### src/rtl/sdet_pkg.sv
package sdet_pkg;

    localparam int SYNC_W    = 16;
    localparam int BYTE_W    = 8;
    localparam int CRC_W     = 16;
    localparam int NUM_PAT   = 2;
    localparam int PAT_FIXED = 0;
    localparam int PAT_USER  = 1;

    localparam logic [CRC_W-1:0]  CRC_POLY  = 16'h1021;
    localparam logic [SYNC_W-1:0] STD0_WORD = 16'hC4D7;
    localparam logic [SYNC_W-1:0] STD1_WORD = 16'hB433;

    typedef enum logic {
        MODE_HUNT  = 1'b0,
        MODE_FRAME = 1'b1
    } rx_mode_e;

    typedef struct packed {
        logic              valid;
        logic              ok;
        logic [BYTE_W-1:0] data;
    } byte_rpt_t;

    function automatic logic [CRC_W-1:0] crc_shift(input logic [CRC_W-1:0] c,
                                                   input logic b);
        logic fb;
        fb = b ^ c[CRC_W-1];
        return {c[CRC_W-2:0], 1'b0} ^ (fb ? CRC_POLY : '0);
    endfunction

    function automatic logic [SYNC_W-1:0] fixed_word(input logic sel);
        return sel ? STD1_WORD : STD0_WORD;
    endfunction

endpackage

### src/rtl/sdet_hunter.sv
module sdet_hunter
    import sdet_pkg::*;
#(
    parameter int W    = SYNC_W,
    parameter int NPAT = NUM_PAT
) (
    input  logic                     clk,
    input  logic                     rst,
    input  logic                     clear,
    input  logic                     shift_en,
    input  logic                     bit_in,
    input  logic [NPAT-1:0][W-1:0]   patterns,
    output logic [NPAT-1:0]          hit
);
    localparam int FILL_W = $clog2(W + 1);

    logic [W-1:0]      sreg_q;
    logic [W-1:0]      sreg_next;
    logic [FILL_W-1:0] fill_q;
    logic              full_next;

    always_comb begin
        sreg_next = {sreg_q[W-2:0], bit_in};
        full_next = (fill_q >= FILL_W'(W - 1));
    end

    always_ff @(posedge clk) begin
        if (rst || clear) begin
            sreg_q <= '0;
            fill_q <= '0;
        end else if (shift_en) begin
            sreg_q <= sreg_next;
            if (fill_q != FILL_W'(W))
                fill_q <= fill_q + 1'b1;
        end
    end

    for (genvar g = 0; g < NPAT; g++) begin : g_cmp
        assign hit[g] = shift_en && full_next && (sreg_next == patterns[g]);
    end

    AST_FILL_BOUND: assert property (@(posedge clk) disable iff (rst)
        fill_q <= FILL_W'(W));

    AST_CLEAR_EMPTIES: assert property (@(posedge clk) disable iff (rst)
        $past(clear) |-> (fill_q == '0));

endmodule

### src/rtl/sdet_framer.sv
module sdet_framer
    import sdet_pkg::*;
#(
    parameter int BW = BYTE_W
) (
    input  logic      clk,
    input  logic      rst,
    input  logic      restart,
    input  logic      shift_en,
    input  logic      bit_in,
    output byte_rpt_t rpt
);
    localparam int CNT_W = $clog2(BW);

    logic [BW-1:0]    acc_q;
    logic [BW-1:0]    acc_next;
    logic [CNT_W-1:0] cnt_q;
    logic [CRC_W-1:0] crc_q;
    logic [CRC_W-1:0] crc_next;
    logic             last_bit;
    byte_rpt_t        rpt_q;

    always_comb begin
        acc_next = {acc_q[BW-2:0], bit_in};
        crc_next = crc_shift(crc_q, bit_in);
        last_bit = (cnt_q == CNT_W'(BW - 1));
    end

    always_ff @(posedge clk) begin
        if (rst || restart) begin
            acc_q <= '0;
            cnt_q <= '0;
            crc_q <= '0;
            rpt_q <= '0;
        end else begin
            rpt_q.valid <= 1'b0;
            if (shift_en) begin
                acc_q <= acc_next;
                crc_q <= crc_next;
                if (last_bit) begin
                    cnt_q      <= '0;
                    rpt_q.valid <= 1'b1;
                    rpt_q.ok   <= (crc_next == '0);
                    rpt_q.data <= acc_next;
                end else begin
                    cnt_q <= cnt_q + 1'b1;
                end
            end
        end
    end

    assign rpt = rpt_q;

    AST_SINGLE_PULSE: assert property (@(posedge clk) disable iff (rst)
        rpt_q.valid |=> !rpt_q.valid);

    AST_OK_MOVES_ON_BYTE: assert property (@(posedge clk) disable iff (rst)
        !$stable(rpt_q.ok) |-> (rpt_q.valid || $past(restart)));

endmodule

### src/rtl/sync_word_detector.sv
module sync_word_detector
    import sdet_pkg::*;
(
    input  logic        clk,
    input  logic        rst,
    input  logic        rx_enable,
    input  logic        tx_enable,
    input  logic        std_sel,
    input  logic [15:0] user_word,
    input  logic        bit_valid,
    input  logic        bit_in,
    input  logic        manual_start,
    input  logic        rearm,
    output logic        fixed_hit,
    output logic        user_hit,
    output logic        framing,
    output logic        byte_valid,
    output logic [7:0]  byte_data,
    output logic        crc_ok
);
    rx_mode_e                       mode_q;
    logic                           active;
    logic                           hunt_shift;
    logic                           frame_shift;
    logic                           hunt_clear;
    logic                           go_frame;
    logic                           frame_restart;
    logic [NUM_PAT-1:0][SYNC_W-1:0] pats;
    logic [NUM_PAT-1:0]             hit;
    logic [NUM_PAT-1:0]             hit_q;
    byte_rpt_t                      rpt;

    always_comb begin
        active        = rx_enable && !tx_enable;
        hunt_shift    = active && (mode_q == MODE_HUNT) && bit_valid && !rearm && !manual_start;
        frame_shift   = active && (mode_q == MODE_FRAME) && bit_valid && !rearm && !manual_start;
        hunt_clear    = !active || rearm || manual_start || (mode_q == MODE_FRAME);
        pats[PAT_FIXED] = fixed_word(std_sel);
        pats[PAT_USER]  = user_word;
        go_frame      = (active && !rearm && manual_start) || (|hit);
        frame_restart = !active || rearm || go_frame;
    end

    sdet_hunter #(.W(SYNC_W), .NPAT(NUM_PAT)) u_hunter (
        .clk      (clk),
        .rst      (rst),
        .clear    (hunt_clear),
        .shift_en (hunt_shift),
        .bit_in   (bit_in),
        .patterns (pats),
        .hit      (hit)
    );

    sdet_framer #(.BW(BYTE_W)) u_framer (
        .clk      (clk),
        .rst      (rst),
        .restart  (frame_restart),
        .shift_en (frame_shift),
        .bit_in   (bit_in),
        .rpt      (rpt)
    );

    always_ff @(posedge clk) begin
        if (rst) begin
            mode_q <= MODE_HUNT;
            hit_q  <= '0;
        end else begin
            hit_q <= hit;
            if (!active || rearm)
                mode_q <= MODE_HUNT;
            else if (go_frame)
                mode_q <= MODE_FRAME;
        end
    end

    assign fixed_hit  = hit_q[PAT_FIXED];
    assign user_hit   = hit_q[PAT_USER];
    assign framing    = (mode_q == MODE_FRAME);
    assign byte_valid = rpt.valid;
    assign byte_data  = rpt.data;
    assign crc_ok     = rpt.ok;

    AST_HIT_ENTERS_FRAME: assert property (@(posedge clk) disable iff (rst)
        (fixed_hit || user_hit) |-> framing);

    AST_NO_MATCH_IN_FRAME: assert property (@(posedge clk) disable iff (rst)
        $past(framing) |-> !(fixed_hit || user_hit));

    AST_IDLE_WHEN_INACTIVE: assert property (@(posedge clk) disable iff (rst)
        !$past(rx_enable && !tx_enable) |-> (!framing && !fixed_hit && !user_hit));

    AST_REARM_WINS: assert property (@(posedge clk) disable iff (rst)
        $past(rearm) |-> !framing);

    AST_MANUAL_FRAMES: assert property (@(posedge clk) disable iff (rst)
        $past(manual_start && rx_enable && !tx_enable && !rearm) |-> (framing && !byte_valid && !crc_ok));

endmodule

### config.mk
export PLATFORM = sky130hd
export DESIGN_NAME = sync_word_detector
export DESIGN_NICKNAME = d
export VERILOG_FILES = /design/src/rtl/sdet_pkg.sv /design/src/rtl/sdet_hunter.sv /design/src/rtl/sdet_framer.sv /design/src/rtl/sync_word_detector.sv
export SDC_FILE = /design/constraint.sdc
export NUM_CORES = 1
export LEC_CHECK = 0
export ABC_AREA = 1
export ABC_CLOCK_PERIOD_IN_PS = 5900
export BUFFER_PORTS_ARGS = -buffer_cell sky130_fd_sc_hd__buf_2
export CORE_MARGIN = 2
export CORE_UTILIZATION = 43
export CTS_CLUSTER_DIAMETER = 80
export DETAILED_ROUTE_END_ITERATION = 8
export HOLD_SLACK_MARGIN = 0.03
export MAX_ROUTING_LAYER = met4
export PLACE_DENSITY = 0.59
export SYNTH_ARGS = -nofsm -noshare
export SYNTH_HDL_FRONTEND = slang
export SYNTH_HIERARCHICAL = 1
export SYNTH_SLANG_ARGS = --single-unit
### constraint.sdc
create_clock -name clk -period 5.9 [get_ports clk]
set_input_delay 0.59 -clock clk [delete_from_list [all_inputs] [get_ports clk]]
set_output_delay 0.59 -clock clk [all_outputs]
set_load 0.01 [all_outputs]
== Word level (Yosys, flattened, before mapping) ==
Index checks and enable logic that the tools add are counted.
Cells by class
  $lt $le $gt $ge: 1
  add/sub/neg operators: 2
  multiplexer cells: 4
  eq/ne operators: 4
  reductions and logical operators: 31
  bitwise operators: 4
Operator list (count)
  == test 16 bit: 2
  zero test 16 bit: 1
  XOR 16 bit: 1
  two-way mux 15 bit: 1
  logical AND 1 bit: 14
  two-way mux 13 bit: 1
  two-way mux 10 bit: 1
  logical OR 1 bit: 7
  OR reduction 2 bit: 3
  adder 5 x 1 -> 5 bit (second input constant): 1
  >= comparator 5 x 4 -> 1 bit (second input constant): 1
  inequality test 5 bit (second input constant): 1
  zero test 1 bit: 4
  AND reduction 2 bit: 2
  adder 3 x 1 -> 3 bit (second input constant): 1
  == test 3 bit (second input constant): 1
  two-way mux 3 bit: 1
  NOT 1 bit: 2
  XOR 1 bit: 1
Word-level totals
  word-level logic and storage cells: 56
  register bits: 59
  input bits: 25

== Logic depth before layout (Yosys ltp) ==
Gate-level depths: netlist of the first run.
  depth in word-level cells: 13
  depth in mapped cells: 17

== Cells and area by module ==
Netlist of the first run, hierarchy kept.
Modules (own cells, without submodules)
  sdet_framer: times used 1, cells each 169, area an instance 1377.6 um2, sequential area each 720.7 um2
  sdet_hunter: times used 1, cells each 196, area an instance 1266.2 um2, sequential area each 400.4 um2
  sync_word_detector: times used 1, cells each 30, area an instance 182.7 um2, sequential area each 60.1 um2

== Least setup slack after synthesis of the first run ==
Ideal clock, no wire load.
  path type: reg-to-reg
  start point: register u_hunter.fill_q[0]
  end point: register u_framer.rpt_q, in the netlist u_framer/rpt[1]
  cell stages (with the launch flop): 16
  library setup time: 0.059 ns
  setup slack: 3.868 ns
  arrival: 1.974 ns
  cells stage by stage: dfxtp_1 -> ha_1 -> inv_1 -> nor2_1 -> ha_1 -> or2_0 -> nor2_1 -> nor2_2 -> nand3_1 -> nor2_1 -> nor2_1 -> nand4_1 -> nor2_4 -> nand3_1 -> inv_2 -> a22o_1
Between the ends
  cells in the longest elaborated chain, start to end: 7
  elaborated cells on any way between the ends: 8
  classes of those cells: 1 x order compare; 7 x reduce/logical
Ends and longest elaborated chain
  start: declaration: RTL line sdet_hunter.sv:19  | logic [FILL_W-1:0] fill_q;
  start signal: assignment: RTL line sdet_hunter.sv:34  | fill_q <= fill_q + 1'b1;
  >= comparator 5 x 4 -> 1 bit: RTL line sdet_hunter.sv:24  | full_next = (fill_q >= FILL_W'(W - 1));
  logical AND 1 bit (2 in series): RTL line sdet_hunter.sv:39  | assign hit[g] = shift_en && full_next && (sreg_next == patterns[g]);
  via hit[1]: RTL line sync_word_detector.sv:29  | logic [NUM_PAT-1:0] hit;
  OR reduction 2 bit: RTL line sync_word_detector.sv:40  | go_frame = (active && !rearm && manual_start) || (|hit);
  logical OR 1 bit: RTL line sync_word_detector.sv:40
  logical OR 1 bit: RTL line sync_word_detector.sv:41  | frame_restart = !active || rearm || go_frame;
  via frame_restart: RTL line sync_word_detector.sv:27  | logic frame_restart;
  logical OR 1 bit: RTL line sdet_framer.sv:30  | if (rst || restart) begin
  end: declaration: RTL line sdet_framer.sv:21  | byte_rpt_t rpt_q;
The timed path passes the listed nets, and every way through them passes these cells.
A chain may end at the register's enable or synchronous reset.

== Final worst setup path of the first run ==
  start point: input tx_enable
  end point: register u_framer.rpt_q, in the netlist u_framer/rpt[1]
Between the ends
  cells in the longest elaborated chain, start to end: 12
  elaborated cells on any way between the ends: 22
  classes of those cells: 22 x reduce/logical
Ends and longest elaborated chain
  start: declaration: RTL line sync_word_detector.sv:7  | input logic tx_enable,
  zero test 1 bit: RTL line sync_word_detector.sv:34  | active = rx_enable && !tx_enable;
  logical AND 1 bit: RTL line sync_word_detector.sv:34
  logical AND 1 bit (4 in series): RTL line sync_word_detector.sv:35  | hunt_shift = active && (mode_q == MODE_HUNT) && bit_valid && !rearm && !manual_start;
  via hunt_shift: RTL line sync_word_detector.sv:23  | logic hunt_shift;
  logical AND 1 bit (2 in series): RTL line sdet_hunter.sv:39
  via hit[1]: RTL line sync_word_detector.sv:29
  OR reduction 2 bit: RTL line sync_word_detector.sv:40
  logical OR 1 bit: RTL line sync_word_detector.sv:40
  logical OR 1 bit: RTL line sync_word_detector.sv:41
  via frame_restart: RTL line sync_word_detector.sv:27
  logical OR 1 bit: RTL line sdet_framer.sv:30
The timed path passes the listed nets, and every way through them passes these cells.

==> impl_results.md, run 1 <==
* Root buffer cell: clkbuf_8
* Number of buffers added for setup after CTS at 0
* Post-synth top area cell: dfxtp_1
* Layout Area Growth over Synthesis at 16.6%
* Xor/xnor share of the synthesized area at 0.0744
* Clock tree from TritonCTS: done
* Final design instance area without fill at 3300 µm²
* GRT overflow at 0
* Die footprint at 7240 µm²
* Final count of negative-setup-slack endpoints at 0
* Compound-gate portion of the synthesized area at 0.145
* Number of distinct standard cells referenced by the synthesized netlist at 26
* IO Count at 38
* Most repeated cell in the gate-level netlist after synthesis: nand2_1
* Arrival @ worst endpoint at 2.97 ns
* Number of buffers inserted during clock tree synthesis at 9
* Area share of the leading cell type in the synthesized netlist at 0.418
* Worst-case headroom to the max-slew limit at 0.451
* Remaining number of nets flagged by the antenna check after routing at 0
* Synthesized cell area at 2830 µm²
* CTS H-tree depth at 3
* Clock insertion delay at the later pin of the skew report at 0.34 ns
* Total number of placement rows at 29
* Worst IR drop on VDD at 151 µV
* Main synth FF type: dfxtp_1
* Outcome: finished, final reports clean
* Worst path required time at 6.13 ns
* Effective utilization at floorplan at 0.445
* Mean post-synth cell area at 7.16 µm²
* Number of hold violations in the final report at 0
* Worst-path clk slew at 0.07 ns
* Clock Sinks at 59
* Final RePlAce weighted congestion at 0.774
* Min-delay worst type: reg2reg
* Simple-gate share of the synthesized area at 0.238
* Resize count post-CTS at 0
* Max-capacitance violation count at 0
* Final core area utilization at 0.519
* FFs w/ async S/R, synth at 0
* Port buffer count at 37
* Endpoint class of the critical path: register
* Sum of net half-perimeters after detailed placement at 4090 µm
* Number of detailed-routing iterations run before antenna repair at 4
* Setup repair after global routing missed its margin: false
* Total number of vias at 2408
* Drt total wl at 5690 µm
* Number of remaining DRC errors at 0
* Total of hold buffers inserted after clock tree synthesis at 0
* Total routing resource utilization after global routing at 0.178
* Peak per-stage delay on the critical path at 0.64 ns
* Final period utilization at 0.464
* Main area contributors after synthesis: dfxtp_1 (42%), nand2_1 (15%), a21oi_1 (7.6%)
* Height of the die at 85.1 µm
* Final critical-path required period at 2.74 ns
* Largest family of logic cells by synthesized area: simple AND/OR/NAND/NOR gates
* Power consumption at 0.000850 W
* Slowest cell on the critical path: nor2_2
* Post-synthesis mux area share at 0
* Maximum buffer depth of the clock tree at 2
* Pin count of the biggest net entering global routing at 36
* Overall die width at 85.1 µm
* Gate count of the mapped netlist at 395
* Area used by sequential logic in the layout at 1180 µm²
* Yosys warns at 6
* Worst path cell trace: buf_2 > nor2_4 > nand3_2 > nor2_2 > inv_2 > nor2_2 > nand3_1 > nor2_1 > nor2_1 > nand4_1 > nor2_4 > nand2_1 > inv_2 > a22o_1
* Initial antenna violation count at 0
* Leakage power total at 1.39 nW
* Number of DRC markers in iteration 0 at 95
* Critical Path Source Type: input pin
* Fraction of final layout cells with drive strength greater than 1 at 0.170
* Final Slew Violations at 0
* Wire length of the first global-routing pass at 9830 µm
* Final-layout fill cell count at 635
* Total Negative Setup Slacks at 0 ns
* Count of flip-flops with a built-in enable after synthesis at 0
* Post-synth top cells: nand2_1 (114), dfxtp_1 (59), a21oi_1 (43), inv_1 (43), nor2_1 (31)
* Final antenna diode count at 0
* Core region area at 6350 µm²
* Instance area after placement at 3070 µm²
* Transition at the pin with the smallest max-transition slack at 0.823 ns
* Portion of the post-synthesis area used by sequential elements at 0.418
* CP Max Fanout at 21
* Post-DR vias/cell at 4.60
* Wire length per cell at 10.9 µm
* Total area of multi-input combinational cells at 1400 µm²
* Number of global-route vias before repair at 2283
* Upper clock frequency limit at 365 MHz
* Category of the most critical setup path: in2reg
* Flip-flop and latch count after synthesis at 59
* Final-stage net count at 471
* Largest clock skew in the final design at 0.0101 ns
* Adder-cell share of the synthesized area at 0.0221
* Power per cell area at 258 nW/µm²
## worst max-delay path, delay by kind of cell
kind            cells  cell delay [ns]
compound gates      1             0.21
buf+inv             3             0.47
simple gates       10             1.69
## final timing paths
path | startpoint | to | slack, ns | cells past startpoint
hold reg to reg | u_framer/acc_q[6] | u_framer/acc_q[6] | 0.46 | 2
setup reg to reg | framing | u_framer/rpt[1] | 3.18 | 13
setup / recovery | tx_enable | u_framer/rpt[1] | 3.16 | 14
hold / removal | u_framer/acc_q[6] | u_framer/acc_q[6] | 0.46 | 2
## layout make-up
type | instances | area share
clock inverters | 7 | 0.0308
well taps | 77 | 0.0292
flip-flops and latches | 59 | 0.358
repair buffers | 38 | 0.0585
multi-input cells | 279 | 0.423
clock buffers | 9 | 0.0376
inverters | 54 | 0.0623
## power by group
part / switching, W / internal, W / leakage, nW
Combinational: 0.0000222 / 0.0000171 / 0.810
Clock: 0.000172 / 0.000240 / 0.106
Sequential: 0.000000192 / 0.000398 / 0.475
Total: 0.000194 / 0.000656 / 1.39
## cell usage in the layout (no fill, tap or decap)
master	synthesis	final
bufinv_16	0	2
a211oi_2	1	1
buf_2	4	37
nand4_1	1	1
clkbuf_8	0	9
ha_1	5	5
nand2_1	114	114
inv_6	0	1
nand3_1	8	8
inv_4	1	1
nor2_2	3	4
xnor2_1	23	23
xor2_1	1	1
o21ai_1	3	3
a22o_1	6	6
nor2_4	3	3
clkinvlp_4	0	2
o21ai_0	23	23
dfxtp_1	59	59
buf_4	4	1
a21oi_1	43	43
clkinv_4	0	2
inv_2	10	10
or2_0	1	1
conb_1	2	10
nand2_2	2	2
inv_1	43	43
nand3_2	1	1
nor2_1	31	30
## sequential cells by signal, indices dropped and copies added (netlist names)
signal / flops
u_framer/cnt_q: 3
u_hunter/fill_q: 5
u_hunter/sreg_q: 15
u_framer/rpt: 10
hit_q: 2
u_framer/acc_q: 7
framing: 1
u_framer/crc_q: 16
## cells by family (layout without fill, tap and decap cells)
group	count (synthesis)	in the layout
AO/OA/AOI/OAI	76	76
XOR/XNOR	24	24
adder cells (fa/ha/maj)	5	5
buffers and inverters	65	108
flip-flops	59	59
other	2	10
AND/OR/NAND/NOR	164	164
## routing by layer
metal / vias to the layer above / share of wire / global-route usage
met5: - / 0 / -
met1: 1035 / 0.52 / 0.235
met4: 0 / 0.022 / 0.0909
met3: 10 / 0.040 / 0.0340
met2: 48 / 0.42 / 0.258
li1: 1315 / - / -
## through the flow
stage	std cells	setup slack [ns]	hold slack, ns
final	523	3.16	0.455
after global placement	507	2.91	0.441
after detailed placement	507	2.80	0.444
after global routing	523	2.89	0.474
after CTS	523	3.18	0.458
after floorplan	403	3.87	0.428
Note: power is estimated with default switching activity, not from simulation.
==> run 2: changes to the inputs <==
--- a/config.mk
+++ b/config.mk
@@ -5,8 +5,8 @@
 export SDC_FILE = /design/constraint.sdc
 export NUM_CORES = 1
 export LEC_CHECK = 0
-export ABC_AREA = 1
-export ABC_CLOCK_PERIOD_IN_PS = 5900
+export ABC_AREA = 0
+export ABC_CLOCK_PERIOD_IN_PS = 2800
 export BUFFER_PORTS_ARGS = -buffer_cell sky130_fd_sc_hd__buf_2
 export CORE_MARGIN = 2
 export CORE_UTILIZATION = 43
@@ -14,7 +14,7 @@
 export DETAILED_ROUTE_END_ITERATION = 8
 export HOLD_SLACK_MARGIN = 0.03
 export MAX_ROUTING_LAYER = met4
-export PLACE_DENSITY = 0.59
+export PLACE_DENSITY = 0.6
 export SYNTH_ARGS = -nofsm -noshare
 export SYNTH_HDL_FRONTEND = slang
 export SYNTH_HIERARCHICAL = 1
==> constraint.sdc (replaced) <==
create_clock -name clk -period 2.8 [get_ports clk]
set_input_delay 0.28 -clock clk [delete_from_list [all_inputs] [get_ports clk]]
set_output_delay 0.28 -clock clk [all_outputs]
set_load 0.01 [all_outputs]
==> run 2 against run 1 <==
Area after synthesis shrank 1.3%; first-iteration DRC count shrank 28%; non-clock buffer count grew 3; register-to-register slack lost 2.7 ns; critical path depth shrank 4; setup slack lost 2.7 ns; utilization shrank 0.40 points; combinational power grew 66%; critical path type is now reg2reg; highest routed layer unchanged.
==> impl_results.md, run 2 <==
* Outcome: finished, final reports clean
* Share of total power in the clock network at 0.491 (+0.006)
* Total number of placement rows at 29 (unchanged)
* Worst path required time at 3.05 ns (-3.08 ns)
* Total number of vias at 1956 (-19%)
* Switching part of the total at 0.203 (-0.0255)
* Final count of negative-setup-slack endpoints at 0 (unchanged)
* Number of global-route vias before repair at 1892 (-17%)
* Wire length per cell at 12.3 µm (+13%)
* Clock tree from TritonCTS: done
* Post-synth top cells: dfxtp_1 (59), mux2i_1 (39), nor2_1 (37), xor2_1 (36), nand2_1 (20)
* Pin count of the biggest net entering global routing at 35 (-2.8%)
* Root buffer cell: clkbuf_8
* Number of remaining DRC errors at 0 (unchanged)
* Endpoint class of the critical path: register
* Area share of the leading cell type in the synthesized netlist at 0.423 (+0.00543)
* Total of hold buffers inserted after clock tree synthesis at 0 (unchanged)
* Final RePlAce weighted congestion at 0.773 (-0.17%)
* Layout Area Growth over Synthesis at 16.5% (about the same)
* Count of flip-flops with a built-in enable after synthesis at 0 (unchanged)
* FFs w/ async S/R, synth at 0 (unchanged)
* Largest register by flop count: u_framer/crc_q
* Main synth FF type: dfxtp_1
* Flop pwr share at 0.472 (+0.003)
* Mean post-synth cell area at 9.93 µm² (+39%)
* Number of distinct standard cells referenced by the synthesized netlist at 41 (+58%)
* Number of hold violations in the final report at 0 (unchanged)
* Gate count of the mapped netlist at 281 (-29%)
* CP Max Fanout at 34 (+62%)
* Total routing resource utilization after global routing at 0.159 (-0.0186)
* Worst slack after detailed placement at 0.496 ns (-2.31 ns)
* Leakage power total at 1.24 nW (-11%)
* Arrival @ worst endpoint at 2.62 ns (-0.35 ns)
* GRT overflow at 0 (unchanged)
* Clock Sinks at 59 (unchanged)
* Main area contributors after synthesis: dfxtp_1 (42%), mux2i_1 (14%), xor2_1 (11%)
* Final-stage net count at 358 (-24%)
* Drt total wl at 5050 µm (-11%)
* Max-capacitance violation count at 0 (unchanged)
* Reg2Reg Launch Point: u_hunter/fill_q[1]
* Final antenna diode count at 0 (unchanged)
* Int Power at 0.00142 W (+120%)
* Source of the worst hold timing path: rst
* Initial antenna violation count at 0 (unchanged)
* Number of buffers added for setup after CTS at 0 (unchanged)
* Maximum buffer depth of the clock tree at 2 (unchanged)
* Power per cell area at 547 nW/µm² (+110%)
* Number of DRC markers in iteration 0 at 68 (-28%)
* Remaining number of nets flagged by the antenna check after routing at 0 (unchanged)
* CTS H-tree depth at 3 (unchanged)
* Post-DR vias/cell at 4.77 (+3.6%)
* Final critical-path required period at 2.37 ns
* Category of the most critical setup path: reg2reg
* Core region area at 6310 µm² (-0.57%)
* Overall die width at 84.6 µm (-0.62%)
* Worst IR drop on VDD at 364 µV (+140%)
* Wire length of the first global-routing pass at 8760 µm (-11%)
* Height of the die at 84.6 µm (-0.62%)
* Largest clock skew in the final design at 0.00844 ns (-0.00171 ns)
* Synthesized cell area at 2790 µm² (-1.3%)
* Die footprint at 7150 µm² (-1.2%)
* Effective utilization at floorplan at 0.442 (-0.00319)
* Clock insertion delay at the later pin of the skew report at 0.33 ns (about the same)
* Min-delay worst type: in2reg
* Most common cell after layout, fill and taps aside: dfxtp_1
* Final Slew Violations at 0 (unchanged)
* Max FFs per register at 16 (unchanged)
* Worst-path clk slew at 0.07 ns (about the same)
* Post-synth top area cell: dfxtp_1
* Flip-flop and latch count after synthesis at 59 (unchanged)
* IO Count at 38 (unchanged)
* Sum of net half-perimeters after detailed placement at 3530 µm (-14%)
* Portion of the post-synthesis area used by sequential elements at 0.423 (+0.00543)
* Resize count post-CTS at 0 (unchanged)
* Upper clock frequency limit at 422 MHz
* Number of buffers inserted during clock tree synthesis at 9 (unchanged)
* Top library cells by usage in the layout, fill and taps aside: dfxtp_1 (59), mux2i_1 (39), nor2_1 (37), buf_2 (37), xor2_1 (36)
* Port buffer count at 37 (unchanged)
* Number of detailed-routing iterations run before antenna repair at 4 (unchanged)
* Most repeated cell in the gate-level netlist after synthesis: dfxtp_1
* Fraction of final layout cells with drive strength greater than 1 at 0.255 (+0.0849)
* Setup repair after global routing missed its margin: false
* Total Negative Setup Slacks at 0 ns (unchanged)
* Crit. Startpoint: u_hunter/fill_q[1]
* Combinational fraction of design power at 0.037 (-0.009)
* Final period utilization at 0.846
* Setup ws final at 0.432 ns (-2.73 ns)
* Switching power at 0.000362 W (+86%)
* Yosys warns at 6 (unchanged)
* Critical Path Source Type: register
[run 2: cell types whose count changed after synthesis, sizes merged, moves of 12 or more]
cell and delta:
nand2 -94, inv -49, mux2i +39, a21oi -35, xor2 +35, o21ai -25, xnor2 -21, nor2 +13
nor4 +12
[run 2: final timing paths]
path	to	slack [ns]	cells after the start
max	u_framer/crc_q[12]	0.43	10
min	hit_q[0]	0.18	2
max reg2reg	u_framer/crc_q[12]	0.43	10
min reg2reg	u_framer/rpt[7]	0.46	2
[run 2: per-stage QoR]
| stage | std cells | hold slack, ns | utilization | power [W] | instance area [µm²] |
|---|---|---|---|---|---|
| finish | 410 | 0.183 | 0.515 | 0.00178 | 3250 |
| global route | 410 | 0.174 | 0.515 | 0.00185 | 3250 |
| floorplan | 288 | 0.352 | - | 0.000896 | 2820 |
| global placement | 394 | 0.445 | 0.479 | 0.000924 | 3020 |
| detailed placement | 394 | 0.447 | 0.479 | 0.000924 | 3020 |
| CTS | 410 | 0.164 | 0.515 | 0.00181 | 3250 |
[run 2: power by group through the flow]
stage | Sequential (W) | Clock (W) | Combinational, W
2_1_floorplan | 0.000859 | 0 | 0.0000376
3_3_place_gp | 0.000859 | 0 | 0.0000650
3_5_place_dp | 0.000859 | 0 | 0.0000659
4_1_cts | 0.000839 | 0.000902 | 0.0000662
5_1_grt | 0.000839 | 0.000939 | 0.0000724
6_report | 0.000840 | 0.000875 | 0.0000652
[run 2: cell type report]
class                   count  area [µm²]
clock buffers              12         155
clock inverters             4        72.6
fillers                   610        3060
inverters                   5        18.8
multi-input cells         212        1510
flip-flops and latches     59        1180
well taps                  77        96.3
repair buffers             41         215
[run 2: logic make-up after synthesis]
| group | count (synthesis) | share of synthesized area |
|---|---|---|
| XOR/XNOR | 38 | 0.122 |
| adder cells (fa/ha/maj) | 5 | 0.0224 |
| flip-flops | 59 | 0.423 |
| AND/OR/NAND/NOR | 105 | 0.192 |
| other | 2 | 0.00269 |
| AO/OA/AOI/OAI | 16 | 0.0534 |
| multiplexers | 39 | 0.140 |
| buffers and inverters | 17 | 0.0439 |
[run 2: metal layers]
metal | vias to the layer above | part of all wire | GRT usage
met5 | - | 0 | -
met4 | 0 | 0.013 | 0.0563
met1 | 889 | 0.46 | 0.179
met2 | 30 | 0.49 | 0.258
li1 | 1030 | - | -
met3 | 7 | 0.040 | 0.0600
[run 2: worst max-delay path: stages, from the launching register on]
cell and delay [ns]:
dfxtp_1 0.34, ha_1 0.21, and3_1 0.19, ha_1 0.18, o31ai_1 0.32, nor2_1 0.12
nor2_1 0.11, nand2_1 0.07, or2_1 0.23, buf_4 0.26, o22ai_1 0.24
